**config.mk**
```make
export PLATFORM = sky130hd
export DESIGN_NAME = dll_phase_seq
export DESIGN_NICKNAME = d
export VERILOG_FILES = /design/src/rtl/dps_pkg.sv /design/src/rtl/dps_tap_encode.sv /design/src/rtl/dps_poll_timer.sv /design/src/rtl/dll_phase_seq.sv
export SDC_FILE = /design/constraint.sdc
export NUM_CORES = 1
export LEC_CHECK = 0
export BUFFER_PORTS_ARGS = -buffer_cell sky130_fd_sc_hd__buf_4
export CAP_MARGIN = 5
export CORE_MARGIN = 2
export CORE_UTILIZATION = 36
export DETAILED_ROUTE_END_ITERATION = 8
export HOLD_SLACK_MARGIN = 0.02
export PLACE_DENSITY = 0.86
export SYNTH_ARGS = -nofsm -noshare
export SYNTH_HDL_FRONTEND = slang
export SYNTH_SLANG_ARGS = --single-unit
```
**constraint.sdc**
```tcl
create_clock -name clk -period 1.5 [get_ports clk]
set_input_delay 0.3 -clock clk [delete_from_list [all_inputs] [get_ports clk]]
set_output_delay 0.3 -clock clk [all_outputs]
set_load 0.02 [all_outputs]
```
**src/rtl/dps_pkg.sv**
```systemverilog
package dps_pkg;
  localparam int LINE_EN_BIT   = 16;
  localparam int TRACK_EN_BIT  = 17;
  localparam int CLKOUT_EN_BIT = 18;
  localparam int MANUAL_BIT    = 19;
  localparam int TAP_LSB       = 20;

  typedef enum logic [2:0] {
    ST_IDLE  = 3'd0,
    ST_GATE  = 3'd1,
    ST_WOFF  = 3'd2,
    ST_CODE  = 3'd3,
    ST_CKEN  = 3'd4,
    ST_WON   = 3'd5,
    ST_TRACK = 3'd6
  } seq_state_t;
endpackage

```
**src/rtl/dps_tap_encode.sv**
```systemverilog
module dps_tap_encode #(
  parameter int W = 4
) (
  input  logic [W-1:0] bin_i,
  output logic [W-1:0] code_o
);
  assign code_o[W-1] = bin_i[W-1];
  for (genvar i = 0; i < W-1; i++) begin : g_refl
    assign code_o[i] = bin_i[i] ^ bin_i[i+1];
  end
endmodule

```
**src/rtl/dps_poll_timer.sv**
```systemverilog
module dps_poll_timer #(
  parameter int TRIES = 50
) (
  input  logic clk,
  input  logic rst_n,
  input  logic active_i,
  input  logic met_i,
  input  logic tick_i,
  output logic expire_o
);
  localparam int CNT_W = $clog2(TRIES);
  localparam logic [CNT_W-1:0] LAST = CNT_W'(TRIES - 2);

  logic [CNT_W-1:0] cnt_q, cnt_d;
  logic             cnt_en;

  always_comb begin
    cnt_en = 1'b0;
    cnt_d  = cnt_q;
    if (!active_i) begin
      cnt_en = (cnt_q != '0);
      cnt_d  = '0;
    end else if (tick_i && !met_i) begin
      cnt_en = 1'b1;
      cnt_d  = cnt_q + 1'b1;
    end
  end

  always_ff @(posedge clk or negedge rst_n) begin
    if (!rst_n)      cnt_q <= '0;
    else if (cnt_en) cnt_q <= cnt_d;
  end

  assign expire_o = active_i && !met_i && tick_i && (cnt_q == LAST);
endmodule

```
**src/rtl/dll_phase_seq.sv**
```systemverilog
module dll_phase_seq
  import dps_pkg::*;
#(
  parameter int REG_W      = 32,
  parameter int PHASE_W    = 4,
  parameter int POLL_TRIES = 50
) (
  input  logic               clk,
  input  logic               rst_n,
  input  logic               start_i,
  input  logic [PHASE_W-1:0] phase_i,
  input  logic               us_tick_i,
  input  logic [REG_W-1:0]   cfg_rdata_i,
  output logic               cfg_wr_o,
  output logic [REG_W-1:0]   cfg_wdata_o,
  output logic               busy_o,
  output logic               done_o,
  output logic               timeout_o
);
  seq_state_t         state_q, state_d;
  logic [PHASE_W-1:0] phase_q;
  logic [PHASE_W-1:0] tap_code;
  logic               polling, want_on, met, expire;
  logic               done_q, tout_q;
  logic               take_start;

  assign take_start = (state_q == ST_IDLE) && start_i;
  assign polling    = (state_q == ST_WOFF) || (state_q == ST_WON);
  assign want_on    = (state_q == ST_WON);
  assign met        = (cfg_rdata_i[CLKOUT_EN_BIT] == want_on);

  dps_tap_encode #(.W(PHASE_W)) u_enc (
    .bin_i  (phase_q),
    .code_o (tap_code)
  );

  dps_poll_timer #(.TRIES(POLL_TRIES)) u_tmr (
    .clk      (clk),
    .rst_n    (rst_n),
    .active_i (polling),
    .met_i    (met),
    .tick_i   (us_tick_i),
    .expire_o (expire)
  );

  always_comb begin
    state_d = state_q;
    unique case (state_q)
      ST_IDLE:  if (start_i) state_d = ST_GATE;
      ST_GATE:  state_d = ST_WOFF;
      ST_WOFF:  if (met) state_d = ST_CODE; else if (expire) state_d = ST_IDLE;
      ST_CODE:  state_d = ST_CKEN;
      ST_CKEN:  state_d = ST_WON;
      ST_WON:   if (met) state_d = ST_TRACK; else if (expire) state_d = ST_IDLE;
      ST_TRACK: state_d = ST_IDLE;
      default:  state_d = ST_IDLE;
    endcase
  end

  always_comb begin
    cfg_wr_o    = 1'b0;
    cfg_wdata_o = cfg_rdata_i;
    unique case (state_q)
      ST_GATE: begin
        cfg_wr_o                   = 1'b1;
        cfg_wdata_o[TRACK_EN_BIT]  = 1'b0;
        cfg_wdata_o[CLKOUT_EN_BIT] = 1'b0;
        cfg_wdata_o[MANUAL_BIT]    = 1'b1;
        cfg_wdata_o[LINE_EN_BIT]   = 1'b1;
      end
      ST_CODE: begin
        cfg_wr_o                          = 1'b1;
        cfg_wdata_o[TAP_LSB +: PHASE_W]   = tap_code;
      end
      ST_CKEN: begin
        cfg_wr_o                   = 1'b1;
        cfg_wdata_o[CLKOUT_EN_BIT] = 1'b1;
      end
      ST_TRACK: begin
        cfg_wr_o                  = 1'b1;
        cfg_wdata_o[TRACK_EN_BIT] = 1'b1;
        cfg_wdata_o[MANUAL_BIT]   = 1'b0;
      end
      default: ;
    endcase
  end

  always_ff @(posedge clk or negedge rst_n) begin
    if (!rst_n) begin
      state_q <= ST_IDLE;
      done_q  <= 1'b0;
      tout_q  <= 1'b0;
    end else begin
      state_q <= state_d;
      done_q  <= (state_q == ST_TRACK);
      tout_q  <= expire;
    end
  end

  always_ff @(posedge clk or negedge rst_n) begin
    if (!rst_n)          phase_q <= '0;
    else if (take_start) phase_q <= phase_i;
  end

  assign busy_o    = (state_q != ST_IDLE);
  assign done_o    = done_q;
  assign timeout_o = tout_q;
endmodule

```
Word-level counts from Yosys, hierarchy flattened
Index checks and enable logic that the tools add are counted.

word-level totals
  flip-flop bits (word level) = 15
  input bits = 40
  output and inout port bits = 36
  word-level logic and storage cells = 46

operators by class
  add/subtract/negate cells = 1
  equality and inequality tests = 10
  mux-type cells = 15
  bitwise logic cells = 3
  reductions and logical operators = 12

operators by type and width
  operator                                             number
  case mux 3 bit (6 select lines)                      1
  2-to-1 mux 3 bit                                     4
  2-to-1 mux 6 bit                                     2
  equality test 3 bit, second input constant           3
  adder 6 x 1 -> 6 bit, second input constant          1
  equality test 3 x 2 -> 1 bit, second input constant  2
  equality test 6 bit, second input constant           1
  case mux 1 bit (2 select lines)                      3
  nonzero test 6 bit                                   1
  logical AND 1 bit                                    5
  2-to-1 mux 1 bit                                     4
  2-to-1 mux 4 bit                                     1
  inequality test 2 bit, second input constant         2
  OR reduction 4 bit                                   1
  equality test 3 x 1 -> 1 bit, second input constant  1
  logical NOT 3 bit                                    1
  nonzero test 3 bit                                   1
  XOR 1 bit                                            3
  AND reduction 2 bit                                  1
  equality test 1 bit                                  1
  logical NOT 1 bit                                    1
  logical OR 1 bit                                     1

Longest topological paths before layout
  word-level depth = 9
  mapped depth = 6
  gate-level depth less buffers = 6

Modules after synthesis
Synthesis repeated with hierarchy kept, for this count alone.

unflattened totals
  cells, all modules = 123
  area total of the unflattened synthesis = 1136.1 µm²

modules (own cells, without submodules)
  module          times used  cells an instance  area each (µm²)  sequential area each (µm²)
  dll_phase_seq   1           79                 730.7            225.2
  dps_poll_timer  1           40                 371.6            150.1
  dps_tap_encode  1           4                  33.8             0.0

Worst setup path after synthesis
No wires, ideal clock.

  path type = reg2out
  from = reg state_q[2]
  to = out cfg_wdata_o[20]
  arrival time = 1357 ps
  required time = 1200 ps
  setup slack = -157 ps
  cell stages (with the launch flop) = 5
  buffers on the path = 1
  cell sequence = dfrtp_1 buf_4 clkinv_1 nand3_1 o21ai_0

between the ends
  word-level cells in the longest chain between the ends = 2

RTL lines
  item                          line                 RTL
  start: declaration            dll_phase_seq.sv:20  seq_state_t state_q, state_d;
  start signal: assignment      dll_phase_seq.sv:94  state_q <= state_d;
  equality test 3 x 2 -> 1 bit  dll_phase_seq.sv:63  unique case (state_q)
  2-to-1 mux 4 bit              dll_phase_seq.sv:63
  end: declaration              dll_phase_seq.sv:15  output logic [REG_W-1:0] cfg_wdata_o,

Every way passes these cells.

Worst setup path in the final report
  from = reg state_q[1]
  to = out cfg_wdata_o[17]

between the ends
  word-level cells in the longest chain between the ends = 2
  elaborated cells on any way between the ends = 3
  classes of those cells = eq/ne: 2; mux: 1

RTL lines
  item                                                                 line
  equality test 3 bit or equality test 3 x 1 -> 1 bit (tied branches)  dll_phase_seq.sv:63
  case mux 1 bit (2 select lines) (*)                                  dll_phase_seq.sv:63

Every way passes the cells marked *; elsewhere a longest branch is shown, timed or not.

==> flow_summary_export.csv <==
group,metric,value,unit
timing,finalSetupViolCount,20,
power_and_ir_drop,power,2.65,mW
synth,synth_seq_cells,15,
cts,cts_num_sinks,15,
power_and_ir_drop,ir_drop,1.32,mV
detailed_routing,vias,898,
timing,timing.final.crit_share,1.09,
timing,maxSlewHeadroom,0.771,
detailed_routing,routed_wl,2.53,mm
cts,numCtsBuffers,3,
synth,synth_cells,117,
placed_design,place_ws,-47.2,ps
setup_path,crit_type,"reg2out",
setup_path,cp_max_fo,5,
cells_and_area,mostFrequentLayoutCells,"buf_4, buf_6, dfrtp_1",
worst_hold_path,hold_depth,2,
cts,path_clk_slew,90,ps
cts,cts_buffer_depth,2,
worst_hold_path,worstHoldPathType,"in2reg",
floorplan,die-area,0.00340,sq mm
placed_design,place_congestion,0.801,
timing,tightestPinTransition,337,ps
setup_path,arrival,1340,ps
grt,antenna_found_initial,0,
detailed_routing,first_iter_violations,11,
synth,syn_nets,159,
synth,ys_seq_area_frac,0.353,
power_and_ir_drop,p_leak,0.688,nW
detailed_routing,wl_per_cell,14.6,um
floorplan,row_count,19,
grt,grt_start_max_net_pins,16,
synth,syn_avg_cell_area,9.08,sq um
cells_and_area,final_common_cell,"buf_4",
run_status,outcome,"finished with violations",
setup_path,path_depth,5,
timing,slew_viol_final,0,
grt,grtUsageTotal,0.157,
detailed_routing,ant_nets,0,
synth,synth_cell_types,32,
power_and_ir_drop,p_per_area,1800,mW/mm^2
setup_path,path_cells,"buf_6 > nand2b_4 > a21oi_2 > a21oi_1 > buf_4",
cells_and_area,nFillCells,243,
timing,rsz0062_at_grt,"yes",
placed_design,portBuffers,27,
cells_and_area,syn_to_final_growth,38.4,%
timing,setup_ws,-141,ps
grt,grt-ovfl-total,0,
placed_design,dp_cells,159,
setup_path,cp_num_buf_inv,2,
grt,first_global_vias,966,
synth,ys_warn_count,0,
timing,final.setup_skew,6.21,ps
setup_path,slowest_delay,460,ps
timing,hold_viol,0,
cts,cts_root_buf,"clkbuf_4",
run_status,violations,"negative setup slack",
floorplan,die_w,58.3,um
cts,h-tree-depth,1,
cells_and_area,drive_gt1_frac,0.570,
timing,max_freq,0.609,GHz
placed_design,postPlaceCellArea,0.00122,sq mm
setup_path,rr_worst_depth,4,
floorplan,io_pins,76,
cells_and_area,finalInstanceArea,0.00147,sq mm
flow_run,maxCapViolCount,0,
detailed_routing,drtPass1Iterations,3,
cells_and_area,num-nets-final,185,
setup_path,crit_family,"flip-flops",
cts,cts_tree,"yes",
cells_and_area,antenna_cells,0,
cts,clk-insertion-delay-late,280,ps
floorplan,start_util,0.382,
synth,syn_area,0.00106,sq mm
setup_path,worstSetupEndpointType,"primary output",
setup_path,critPathRequiredTime,1200,ps
detailed_routing,drc,0,
floorplan,die_h,58.3,um
detailed_routing,vias_per_cell,5.19,
grt,grt_pass1_wl,4.15,mm
timing,finalCriticalPeriod,1640,ps
cells_and_area,finalNonFillerCells,173,
placed_design,hpwlAfterDp,1.80,mm
floorplan,core_region_area,0.00278,sq mm
setup_path,critPathLaunchType,"register",
setup_path,cp_slowest_cell,"dfrtp_2",
-- state kept, by name, indices dropped and copies added (netlist names) --
register and cells:
timeout_o 1, phase_q 4, u_tmr.cnt_q 6, state_q 3, done_o 1
-- what timing repair did --
| item | 4_1_cts | 5_1_grt |
|---|---|---|
| pin swaps | 8 | 7 |
| setup buffers | 9 | 0 |
| hold buffers | 1 | 0 |
| gates resized for setup | 32 | 11 |
| setup endpoints to repair | 20 | 24 |
| hold endpoints to repair | 15 | 0 |
| cloned | 0 | 0 |
-- area by class of cell --
cell class                      instances  area [sq um]  area share
Clock buffer                            4          26.3      0.0179
Multi-Input combinational cell         67           572       0.389
Timing Repair Buffer                   49           427       0.290
Tap cell                               31          38.8      0.0264
Inverter                                7          27.5      0.0187
Sequential cell                        15           379       0.258
-- stage by stage --
stage / TNS [ps] / hold slack (ps) / util
CTS: -1530 / 247 / 0.514
finish: -1770 / 257 / 0.529
global route: -2980 / 245 / 0.529
global placement: 0 / 159 / 0.437
floorplan: -2.75 / 4.41 / -
detailed placement: -188 / 162 / 0.437
-- power by group --
| group | internal (mW) | switching, mW | leakage (nW) | total [mW] |
|---|---|---|---|---|
| Clock | 0.103 | 0.120 | 0.0150 | 0.223 |
| Sequential | 0.531 | 0.140 | 0.192 | 0.671 |
| Combinational | 0.962 | 0.790 | 0.481 | 1.75 |
-- synth_stat cells, drive strengths merged --
master,count,area share
mux2,5,0.053
clkinv,1,0.0035
a21oi,5,0.024
ha,2,0.024
or3b,1,0.0082
nor3,2,0.0094
mux2i,2,0.022
nand2,7,0.025
or4,1,0.0071
xor2,2,0.016
o22ai,2,0.012
a21o,1,0.0071
and4bb,2,0.024
o211ai,2,0.014
o31ai,5,0.035
dfrtp,15,0.35
nor2,6,0.024
clkbuf,1,0.0035
xnor2,3,0.025
nand3,5,0.024
nand2b,2,0.012
or3,2,0.012
o21ai,8,0.038
inv,6,0.021
nor2b,1,0.0059
buf,27,0.19
a21boi,1,0.0071
-- path summary, 6_finish.rpt --
path	end	startpoint	slack [ps]
min in group asynchronous	u_tmr.cnt_q[0]	rst_n	390
max reg2reg	phase_q[2]	state_q[0]	-120
min	phase_q[1]	phase_i[1]	260
min reg2reg	phase_q[0]	phase_q[0]	540
max in group asynchronous	state_q[0]	rst_n	920
max	cfg_wdata_o[17]	state_q[1]	-140
-- cell families after synthesis --
logic type | after synthesis | synth area share
AO/OA/AOI/OAI | 24 | 0.137
XOR/XNOR | 5 | 0.0412
adder cells (fa/ha/maj) | 2 | 0.0236
buffers and inverters | 35 | 0.220
flip-flops | 15 | 0.353
multiplexers | 7 | 0.0754
AND/OR/NAND/NOR | 29 | 0.150
-- per-layer routing --
metal / vias up / part of all wire / GRT usage
met4: 0 / 0.0059 / 0.0698
li1: 426 / - / -
met1: 437 / 0.36 / 0.154
met5: - / 0 / 0
met2: 33 / 0.56 / 0.302
met3: 2 / 0.066 / 0.0440
No activity file was read; power rests on OpenSTA's default activity.
